==> src/rtl/srx_pkg.sv <==
package srx_pkg;
  typedef enum logic [2:0] {
    RX_IDLE,
    RX_START,
    RX_DATA,
    RX_STOP,
    RX_GUARD
  } rx_state_e;

  localparam logic [1:0] ADDR_DATA = 2'd0;
  localparam logic [1:0] ADDR_STAT = 2'd1;
  localparam logic [1:0] ADDR_CTRL = 2'd2;

  localparam int ST_FULL = 0;
  localparam int ST_OVR  = 1;
  localparam int ST_FERR = 2;

  localparam int CT_EN  = 0;
  localparam int CT_TWO = 1;

  typedef struct packed {
    logic two_stop;
    logic enable;
  } ctrl_t;
endpackage

==> src/rtl/srx_sync.sv <==
module srx_sync #(
  parameter int STAGES = 2
) (
  input  logic clk,
  input  logic rst_n,
  input  logic din,
  output logic dout,
  output logic fall
);
  logic [STAGES:0] sh_q;

  always_ff @(posedge clk or negedge rst_n) begin
    if (!rst_n) sh_q <= '1;
    else        sh_q <= {sh_q[STAGES-1:0], din};
  end

  assign dout = sh_q[STAGES-1];
  assign fall = sh_q[STAGES] & ~sh_q[STAGES-1];
endmodule

==> src/rtl/srx_baud.sv <==
module srx_baud #(
  parameter int CLK_DIV = 27
) (
  input  logic clk,
  input  logic rst_n,
  input  logic clr,
  output logic tick
);
  localparam int CW = (CLK_DIV > 1) ? $clog2(CLK_DIV) : 1;
  localparam logic [CW-1:0] LAST = CW'(CLK_DIV - 1);

  logic [CW-1:0] cnt_q;

  always_ff @(posedge clk or negedge rst_n) begin
    if (!rst_n)             cnt_q <= '0;
    else if (clr)           cnt_q <= '0;
    else if (cnt_q == LAST) cnt_q <= '0;
    else                    cnt_q <= cnt_q + 1'b1;
  end

  assign tick = (cnt_q == LAST) && !clr;
endmodule

==> src/rtl/srx_frame.sv <==
module srx_frame
  import srx_pkg::*;
#(
  parameter int OVS   = 16,
  parameter int NBITS = 8
) (
  input  logic             clk,
  input  logic             rst_n,
  input  logic             line,
  input  logic             fall,
  input  logic             tick,
  input  logic             enable,
  input  logic             two_stop,
  input  logic             blocked,
  output logic             tick_clr,
  output logic             done,
  output logic             stop_ok,
  output logic [NBITS-1:0] data
);
  localparam int TCW = $clog2(OVS);
  localparam int BCW = (NBITS > 1) ? $clog2(NBITS) : 1;
  localparam logic [TCW-1:0] MID  = TCW'(OVS / 2 - 1);
  localparam logic [TCW-1:0] TEND = TCW'(OVS - 1);
  localparam logic [BCW-1:0] BEND = BCW'(NBITS - 1);

  rx_state_e        state_q;
  logic [TCW-1:0]   tcnt_q;
  logic [BCW-1:0]   bcnt_q;
  logic [NBITS-1:0] shreg_q;
  logic             done_q;
  logic             stop_q;

  always_ff @(posedge clk or negedge rst_n) begin
    if (!rst_n) begin
      state_q <= RX_IDLE;
      tcnt_q  <= '0;
      bcnt_q  <= '0;
      shreg_q <= '0;
      done_q  <= 1'b0;
      stop_q  <= 1'b0;
    end else begin
      done_q <= 1'b0;
      if (state_q != RX_IDLE && !enable) begin
        state_q <= RX_IDLE;
        tcnt_q  <= '0;
      end else begin
        unique case (state_q)
          RX_IDLE: begin
            tcnt_q <= '0;
            if (enable && !blocked && fall) state_q <= RX_START;
          end
          RX_START: if (tick) begin
            if (tcnt_q == MID) begin
              tcnt_q  <= '0;
              bcnt_q  <= '0;
              state_q <= line ? RX_IDLE : RX_DATA;
            end else begin
              tcnt_q <= tcnt_q + 1'b1;
            end
          end
          RX_DATA: if (tick) begin
            if (tcnt_q == TEND) begin
              tcnt_q  <= '0;
              shreg_q <= {line, shreg_q[NBITS-1:1]};
              if (bcnt_q == BEND) state_q <= RX_STOP;
              else                bcnt_q  <= bcnt_q + 1'b1;
            end else begin
              tcnt_q <= tcnt_q + 1'b1;
            end
          end
          RX_STOP: if (tick) begin
            if (tcnt_q == TEND) begin
              tcnt_q  <= '0;
              done_q  <= 1'b1;
              stop_q  <= line;
              state_q <= two_stop ? RX_GUARD : RX_IDLE;
            end else begin
              tcnt_q <= tcnt_q + 1'b1;
            end
          end
          RX_GUARD: if (tick) begin
            if (tcnt_q == TEND) begin
              tcnt_q  <= '0;
              state_q <= RX_IDLE;
            end else begin
              tcnt_q <= tcnt_q + 1'b1;
            end
          end
          default: state_q <= RX_IDLE;
        endcase
      end
    end
  end

  assign tick_clr = (state_q == RX_IDLE);
  assign done     = done_q;
  assign stop_ok  = stop_q;
  assign data     = shreg_q;
endmodule

==> src/rtl/srx_regs.sv <==
module srx_regs
  import srx_pkg::*;
#(
  parameter int NBITS = 8
) (
  input  logic             clk,
  input  logic             rst_n,
  input  logic [1:0]       addr,
  input  logic             wr,
  input  logic             rd,
  input  logic [NBITS-1:0] wdata,
  input  logic             done,
  input  logic             stop_ok,
  input  logic [NBITS-1:0] rx_byte,
  output logic [NBITS-1:0] rdata,
  output ctrl_t            ctrl,
  output logic             blocked,
  output logic             full,
  output logic             ovr,
  output logic             ferr,
  output logic [NBITS-1:0] data_q
);
  logic rd_data, rd_stat, wr_stat, wr_ctrl;
  logic good_load, ovr_evt, ferr_evt;
  logic arm_ovr_q, arm_ferr_q;
  logic clr_ovr, clr_ferr;
  logic full_q, ovr_q, ferr_q;
  logic [NBITS-1:0] dreg_q;
  ctrl_t ctrl_q;

  assign rd_data = rd && (addr == ADDR_DATA);
  assign rd_stat = rd && (addr == ADDR_STAT);
  assign wr_stat = wr && (addr == ADDR_STAT);
  assign wr_ctrl = wr && (addr == ADDR_CTRL);

  // a read in the completion cycle frees the register for the new byte
  assign good_load = done && stop_ok && (!full_q || rd_data);
  assign ovr_evt   = done && stop_ok && full_q && !rd_data;
  assign ferr_evt  = done && !stop_ok;

  assign clr_ovr  = wr_stat && !wdata[ST_OVR]  && arm_ovr_q;
  assign clr_ferr = wr_stat && !wdata[ST_FERR] && arm_ferr_q;

  always_ff @(posedge clk or negedge rst_n) begin
    if (!rst_n) begin
      dreg_q     <= '0;
      full_q     <= 1'b0;
      ovr_q      <= 1'b0;
      ferr_q     <= 1'b0;
      arm_ovr_q  <= 1'b0;
      arm_ferr_q <= 1'b0;
      ctrl_q     <= '0;
    end else begin
      if (good_load || ferr_evt) dreg_q <= rx_byte;

      if (good_load)    full_q <= 1'b1;
      else if (rd_data) full_q <= 1'b0;

      if (ovr_evt)      ovr_q <= 1'b1;
      else if (clr_ovr) ovr_q <= 1'b0;

      if (ferr_evt)      ferr_q <= 1'b1;
      else if (clr_ferr) ferr_q <= 1'b0;

      if (clr_ovr)               arm_ovr_q <= 1'b0;
      else if (rd_stat && ovr_q) arm_ovr_q <= 1'b1;

      if (clr_ferr)               arm_ferr_q <= 1'b0;
      else if (rd_stat && ferr_q) arm_ferr_q <= 1'b1;

      if (wr_ctrl) begin
        ctrl_q.enable   <= wdata[CT_EN];
        ctrl_q.two_stop <= wdata[CT_TWO];
      end
    end
  end

  always_comb begin
    rdata = '0;
    unique case (addr)
      ADDR_DATA: rdata = dreg_q;
      ADDR_STAT: begin
        rdata[ST_FULL] = full_q;
        rdata[ST_OVR]  = ovr_q;
        rdata[ST_FERR] = ferr_q;
      end
      ADDR_CTRL: begin
        rdata[CT_EN]  = ctrl_q.enable;
        rdata[CT_TWO] = ctrl_q.two_stop;
      end
      default: rdata = '0;
    endcase
  end

  assign ctrl    = ctrl_q;
  assign blocked = ovr_q | ferr_q;
  assign full    = full_q;
  assign ovr     = ovr_q;
  assign ferr    = ferr_q;
  assign data_q  = dreg_q;
endmodule

==> src/rtl/srx_top.sv <==
module srx_top
  import srx_pkg::*;
#(
  parameter int CLK_DIV = 27,
  parameter int OVS     = 16,
  parameter int NBITS   = 8
) (
  input  logic             clk,
  input  logic             rst_n,
  input  logic             rxd_i,
  input  logic [1:0]       bus_addr_i,
  input  logic             bus_wr_i,
  input  logic             bus_rd_i,
  input  logic [NBITS-1:0] bus_wdata_i,
  output logic [NBITS-1:0] bus_rdata_o
);
  logic             line_s, fall_s, tick_s, tick_clr_s;
  logic             done_s, stop_ok_s, blocked_s;
  logic             full_s, ovr_s, ferr_s;
  logic [NBITS-1:0] rx_byte_s, data_s;
  ctrl_t            ctrl_s;

  srx_sync #(.STAGES(2)) u_sync (
    .clk(clk), .rst_n(rst_n), .din(rxd_i), .dout(line_s), .fall(fall_s)
  );

  srx_baud #(.CLK_DIV(CLK_DIV)) u_baud (
    .clk(clk), .rst_n(rst_n), .clr(tick_clr_s), .tick(tick_s)
  );

  srx_frame #(.OVS(OVS), .NBITS(NBITS)) u_frame (
    .clk(clk), .rst_n(rst_n), .line(line_s), .fall(fall_s), .tick(tick_s),
    .enable(ctrl_s.enable), .two_stop(ctrl_s.two_stop), .blocked(blocked_s),
    .tick_clr(tick_clr_s), .done(done_s), .stop_ok(stop_ok_s), .data(rx_byte_s)
  );

  srx_regs #(.NBITS(NBITS)) u_regs (
    .clk(clk), .rst_n(rst_n), .addr(bus_addr_i), .wr(bus_wr_i), .rd(bus_rd_i),
    .wdata(bus_wdata_i), .done(done_s), .stop_ok(stop_ok_s), .rx_byte(rx_byte_s),
    .rdata(bus_rdata_o), .ctrl(ctrl_s), .blocked(blocked_s), .full(full_s),
    .ovr(ovr_s), .ferr(ferr_s), .data_q(data_s)
  );
endmodule

==> config.mk <==
export PLATFORM = sky130hd
export DESIGN_NAME = srx_top
export DESIGN_NICKNAME = d
export VERILOG_FILES = /design/src/rtl/srx_pkg.sv /design/src/rtl/srx_sync.sv /design/src/rtl/srx_baud.sv /design/src/rtl/srx_frame.sv /design/src/rtl/srx_regs.sv /design/src/rtl/srx_top.sv
export SDC_FILE = /design/constraint.sdc
export NUM_CORES = 1
export LEC_CHECK = 0
export BUFFER_PORTS_ARGS = -buffer_cell sky130_fd_sc_hd__buf_2
export CAP_MARGIN = 20
export CORE_UTILIZATION = 56
export DETAILED_ROUTE_END_ITERATION = 16
export PLACE_DENSITY = 0.78
export SLEW_MARGIN = 20
export SYNTH_ARGS = -nofsm -noshare
export SYNTH_HDL_FRONTEND = slang
export SYNTH_SLANG_ARGS = --single-unit
==> constraint.sdc <==
create_clock -name clk -period 3.1 [get_ports clk]
set_clock_uncertainty 0.2 [all_clocks]
set_input_delay 0.465 -clock clk [delete_from_list [all_inputs] [get_ports clk]]
set_output_delay 0.465 -clock clk [all_outputs]
set_load 0.01 [all_outputs]
After elaboration in Yosys (flattened, before gate mapping)
Cells that the tools add are included.
- add/subtract/negate cells: 3
- equality and inequality tests: 26
- muxes and demuxes: 45
- bitwise logic cells: 4
- reduce and logical (&&, ||, !) cells: 45
- operators with widths (kind ; count):
    $mux 3 ; 17
    $ne 3x1->1 const B ; 7
    $mux 4 ; 5
    $logic_and 1x1->1 ; 19
    $mux 5 ; 3
    $pmux 3 s5 ; 1
    $mux 1 ; 14
    $ne 3x2->1 const B ; 4
    $pmux 4 s3 ; 1
    $reduce_bool 2->1 ; 6
    $reduce_and 10->1 ; 1
    $logic_not 1->1 ; 8
    $reduce_and 4->1 ; 2
    $reduce_and 7->1 ; 1
    $eq 3x2->1 const B ; 2
    $eq 3x3->1 const B ; 2
    $ne 2x2->1 const B ; 3
    $pmux 2 s3 ; 1
    $pmux 3 s2 ; 1
    $add 5x1->5 const B ; 1
    $eq 5x5->1 const B ; 1
    $add 4x1->4 const B ; 1
    $eq 4x3->1 const B ; 1
    $eq 4x4->1 const B ; 1
    17 further kinds ; 20
- register bits: 43
- bits of input ports: 15
- word-level logic and storage cells: 139

Longest topological paths before layout
- depth after elaboration: 7
- mapped depth: 6
- gate-level depth less buffers: 6

Modules after synthesis
Synthesis repeated with hierarchy kept, for this count alone.
- cell total of the unflattened synthesis: 186
- area, all modules: 2207.1 sq um
- by module, submodules not included (module ; times used ; cells each ; area each (sq um) ; seq. area each (sq um)):
    srx_frame ; 1 ; 100 ; 1111.1 ; 500.5
    srx_regs ; 1 ; 59 ; 728.2 ; 375.4
    srx_baud ; 1 ; 23 ; 275.3 ; 125.1
    srx_sync ; 1 ; 4 ; 92.6 ; 78.8

Worst setup path after synthesis
OpenSTA, ideal clock, no wires.
- path kind: reg2reg
- start point: register u_baud.cnt_q[0]
- end point: register u_frame.shreg_q[0], in the netlist u_frame.data[0]
- setup time: 125 ps
- arrival time: 1851 ps
- slack: 925 ps
- cell stages (with the launch flop): 7
- path buffers: 0
- period minus slack after synthesis: 2175 ps
- cell sequence: dfrtp_1 inv_1 ha_1 nand4b_4 or3_4 nor3_4 mux2_2
- word-level cells in the longest chain between the ends: 3
- RTL lines (item ; RTL line ; source):
    start: declaration ; srx_baud.sv:12 ; logic [CW-1:0] cnt_q;
    start signal: assignment ; srx_baud.sv:18 ; else cnt_q <= cnt_q + 1'b1;
    $eq 5x5->1 ; srx_baud.sv:21 ; assign tick = (cnt_q == LAST) && !clr;
    $logic_and 1x1->1 ; srx_baud.sv:21 ;
    $reduce_and 4->1 (no source line) ; -- ;
    end signal: assignment ; srx_frame.sv:64 ; shreg_q <= {line, shreg_q[NBITS-1:1]};
    end: declaration ; srx_frame.sv:29 ; logic [NBITS-1:0] shreg_q;
Every way passes these cells.
A chain may end at the register's enable or synchronous reset.

Worst setup path after layout
- start point: register u_baud.cnt_q[0]
- end point: register u_frame.shreg_q[4], in the netlist u_frame.data[4]
The elaborated chain is that of the path after synthesis.

==> impl_metrics.ini <==
[outcome]
status = finished, final reports clean

[layout]
area_growth_pct = 11.55
final_layout_size_suffix_gt1_share_pct = 25.74
antennaDiodeCount = 0
fin_area_sq_um = 2283
fill_cells = 265
finalNonFillerCells = 248
layout.nets = 221

[sta]
rsz0062_at_grt = no
setup_viol = 0
hold_viol_final = 0
period_minus_slack_ns = 2.396
worst_slack_ns = 0.7040
slew_violations = 0
fin_setup_tns_ns = 0
post-route-period-util_pct = 77.29
tightest_slew_ns = 0.9076
slew_headroom_pct = 39.49
max_freq_mhz = 417.4

[logic_synthesis]
synth_mux_area_share_pct = 13.94
syn_area_per_cell_sq_um = 11.37
synth-simple-area-share_pct = 18.28
ys_ff_latch = 43
synth.cell_area_sq_um = 2047
syn_inst = 180
ys_seq_area_share_pct = 52.75
ys_top_cells_by_area = dfrtp_1 49%, mux2_2 11%, dfstp_2 3.9%
postSynth.asyncResetShare_pct = 100.0
netlist.area_leader.share_pct = 48.90
synth_edf_count = 0
yosys_most_used_dff = dfrtp_1
synth-adder-area-share_pct = 3.545
yosysWarnings = 0
synthXorXnorAreaFrac_pct = 2.139
yosys.area.top_type = dfrtp_1
synth_compound_area_share_pct = 7.396
syn-num-nets = 200
post_synth_num_cell_types = 37
synth_top_family_by_area = simple AND/OR/NAND/NOR gates

[clocking]
clock-root-buffer = clkbuf_4
cts_hold_buf = 1
cts_resized = 0
htreeDepth = 2
cts_setup_buffers = 0
clock_latency_ns = 0.34
cts_buffer_depth = 2
clock-sinks = 43
cts_buffers = 5
cts_tree = yes
clkSlewWorstSetupHoldPaths_ns = 0.12

[floorplanning]
die_h_um = 62.46
fp-row-count = 21
io_pins = 23
dieArea_sq_um = 3901
fp.dieW_um = 62.46
start_util_pct = 59.93
core_sq_um = 3416

[global_route]
grt_use_total_pct = 21.05
grt_antenna_before_repair = 0
grt_overflow_total = 0
grt_pass1_vias = 1462
grt_max_degree = 44
grt_pass1_wl_um = 6423

[route]
viasPerCell = 5.585
post_drt_wl_per_cell_um = 14.40
vias = 1385
drc = 0
dr.pass1.iters = 4
ant_nets = 0
drtIter0Drc = 140
wirelength_um = 3571

[critical_path]
r2r-start = u_baud.cnt_q[0]
arrival_ns = 2.43
worstPathMaxFanout = 10
r2r_setup_slack_ns = 0.70
critPathKind = flop to flop
cp-start-kind = flop
r2r_cells = 6
endpoint_kind = flop
rr_endpoint = u_frame.data[4]
required_ns = 3.13

[min_path]
hold_path.class = primary input to async pin

[pwr]
power_per_cell_area_nw_per_um2 = 497.4
p_leak_nw = 1.120
total_power_mw = 1.136
max-vdd-ir-drop_v = 0.0003212

[placement]
place_area_sq_um = 2172
port_buffers = 17
gp_congestion = 0.9453
dp_cells = 239
place_ws_ns = 0.7019
dpl.hpwl_um = 2613

[flow_run]
cap_violations = 0
==> metal layers <==
metal / part of all wire, % / vias up / GRT usage [%] / routed length (um)
met5: 0 / - / 0 / 0
met4: 1.3 / 0 / 9.593 / 48
met3: 2.8 / 5 / 4.927 / 100
met2: 52 / 26 / 35.73 / 1870
met1: 43 / 674 / 25.34 / 1553
li1: - / 680 / - / -
==> area by class of cell <==
class / count / area, sq um / share of cell area (%)
inverter: 6 / 22.52 / 0.9863
multi-input combinational: 127 / 927.1 / 40.60
timing repair buffer: 18 / 95.09 / 4.164
clock buffer: 6 / 41.29 / 1.808
sequential: 43 / 1080 / 47.29
clock inverter: 2 / 60.06 / 2.630
tap: 46 / 57.56 / 2.521
==> sequential cells by signal, indices dropped and copies added, names as in the netlist <==
| name | flops |
|---|---|
| u_baud.cnt_q | 5 |
| u_frame.bcnt_q | 3 |
| u_frame.data | 8 |
| u_frame.done | 1 |
| u_frame.state_q | 3 |
| u_frame.stop_ok | 1 |
| u_frame.tcnt_q | 4 |
| u_regs.arm_ferr_q | 1 |
| u_regs.arm_ovr_q | 1 |
| u_regs.ctrl | 2 |
| u_regs.data_q | 8 |
| u_regs.ferr | 1 |
| u_regs.full | 1 |
| u_regs.ovr | 1 |
| u_sync.sh_q | 3 |
==> Yosys cell counts (3+ instances only) <==
| library cell | count |
|---|---|
| nand2b_1 | 5 |
| mux2_2 | 20 |
| nor2_1 | 13 |
| o21ai_0 | 6 |
| nand2_1 | 16 |
| inv_1 | 6 |
| dfstp_2 | 3 |
| mux2i_1 | 6 |
| a21oi_1 | 3 |
| nor3_1 | 4 |
| a31oi_1 | 3 |
| dfrtp_1 | 40 |
| nor2b_1 | 4 |
| nand3_1 | 11 |
| and2_1 | 5 |
| ha_1 | 5 |
| xor2_1 | 3 |
==> worst max-delay path, cell delays in order (launching register included) <==
cell	delay [ns]
dfrtp_1	0.43
inv_1	0.07
ha_1	0.20
nand4b_4	0.19
or3_4	0.44
nor3_4	0.37
mux2_2	0.39
==> worst max-delay path by stage <==
stage / startpoint / endpoint / slack, ns / cells past startpoint
2_1_floorplan: u_baud.cnt_q[0] / u_frame.data[0] / 0.92 / 6
3_5_place_dp: u_baud.cnt_q[0] / u_frame.data[5] / 0.70 / 6
6_report: u_baud.cnt_q[0] / u_frame.data[4] / 0.70 / 6
3_3_place_gp: u_baud.cnt_q[0] / u_frame.data[2] / 0.76 / 6
5_1_grt: u_baud.cnt_q[0] / u_frame.data[0] / 0.60 / 6
4_1_cts: u_baud.cnt_q[0] / u_frame.data[4] / 0.68 / 6
==> cell families (layout without fill, tap and decap cells) <==
family                     count (synthesis)  after routing
and+or+nand+nor                           68             68
DFF                                       43             43
muxes                                     26             26
AOI/OAI and AO/OA                         22             22
buffers and inverters                     10             32
adders and majority gates                  6              6
xor gates and xnor gates                   5              5
==> power by group <==
part / leakage [nW] / switching [mW] / total, mW / internal [mW]
registers: 0.582 / 0.0322 / 0.618 / 0.586
logic: 0.486 / 0.0557 / 0.0934 / 0.0378
clock network: 0.0525 / 0.173 / 0.424 / 0.252
==> per-stage QoR <==
| step | util, % | hold slack [ns] |
|---|---|---|
| final | 66.85 | 0.04110 |
| after global routing | 66.85 | 0.09475 |
| after CTS | 66.85 | 0.06471 |
| after detailed placement | 63.59 | 0.1543 |
| after global placement | 63.59 | 0.1473 |
| after floorplan | - | -0.03059 |
==> layout by cell type, fill, tap and decap left out, types with 2 or more instances in the layout <==
cell       netlist  layout
nor2_1          13      13
and2_1           5       5
xnor2_1          2       2
nor4_1           2       2
xor2_1           3       3
inv_1            6       6
a21oi_1          3       3
clkbuf_4         0       5
o41ai_1          2       2
bufinv_16        0       2
nor2b_1          4       4
mux2i_1          6       6
o31ai_1          2       2
o32ai_1          2       2
dfrtp_1         40      40
ha_1             5       5
mux2_2          20      20
dfstp_2          3       3
a31oi_1          3       3
buf_2            2      17
nand2b_1         5       5
o21ai_0          6       6
nand2_1         16      16
nor3_1           4       4
nand3_1         11      11
Power figures use the tool's default switching activity.
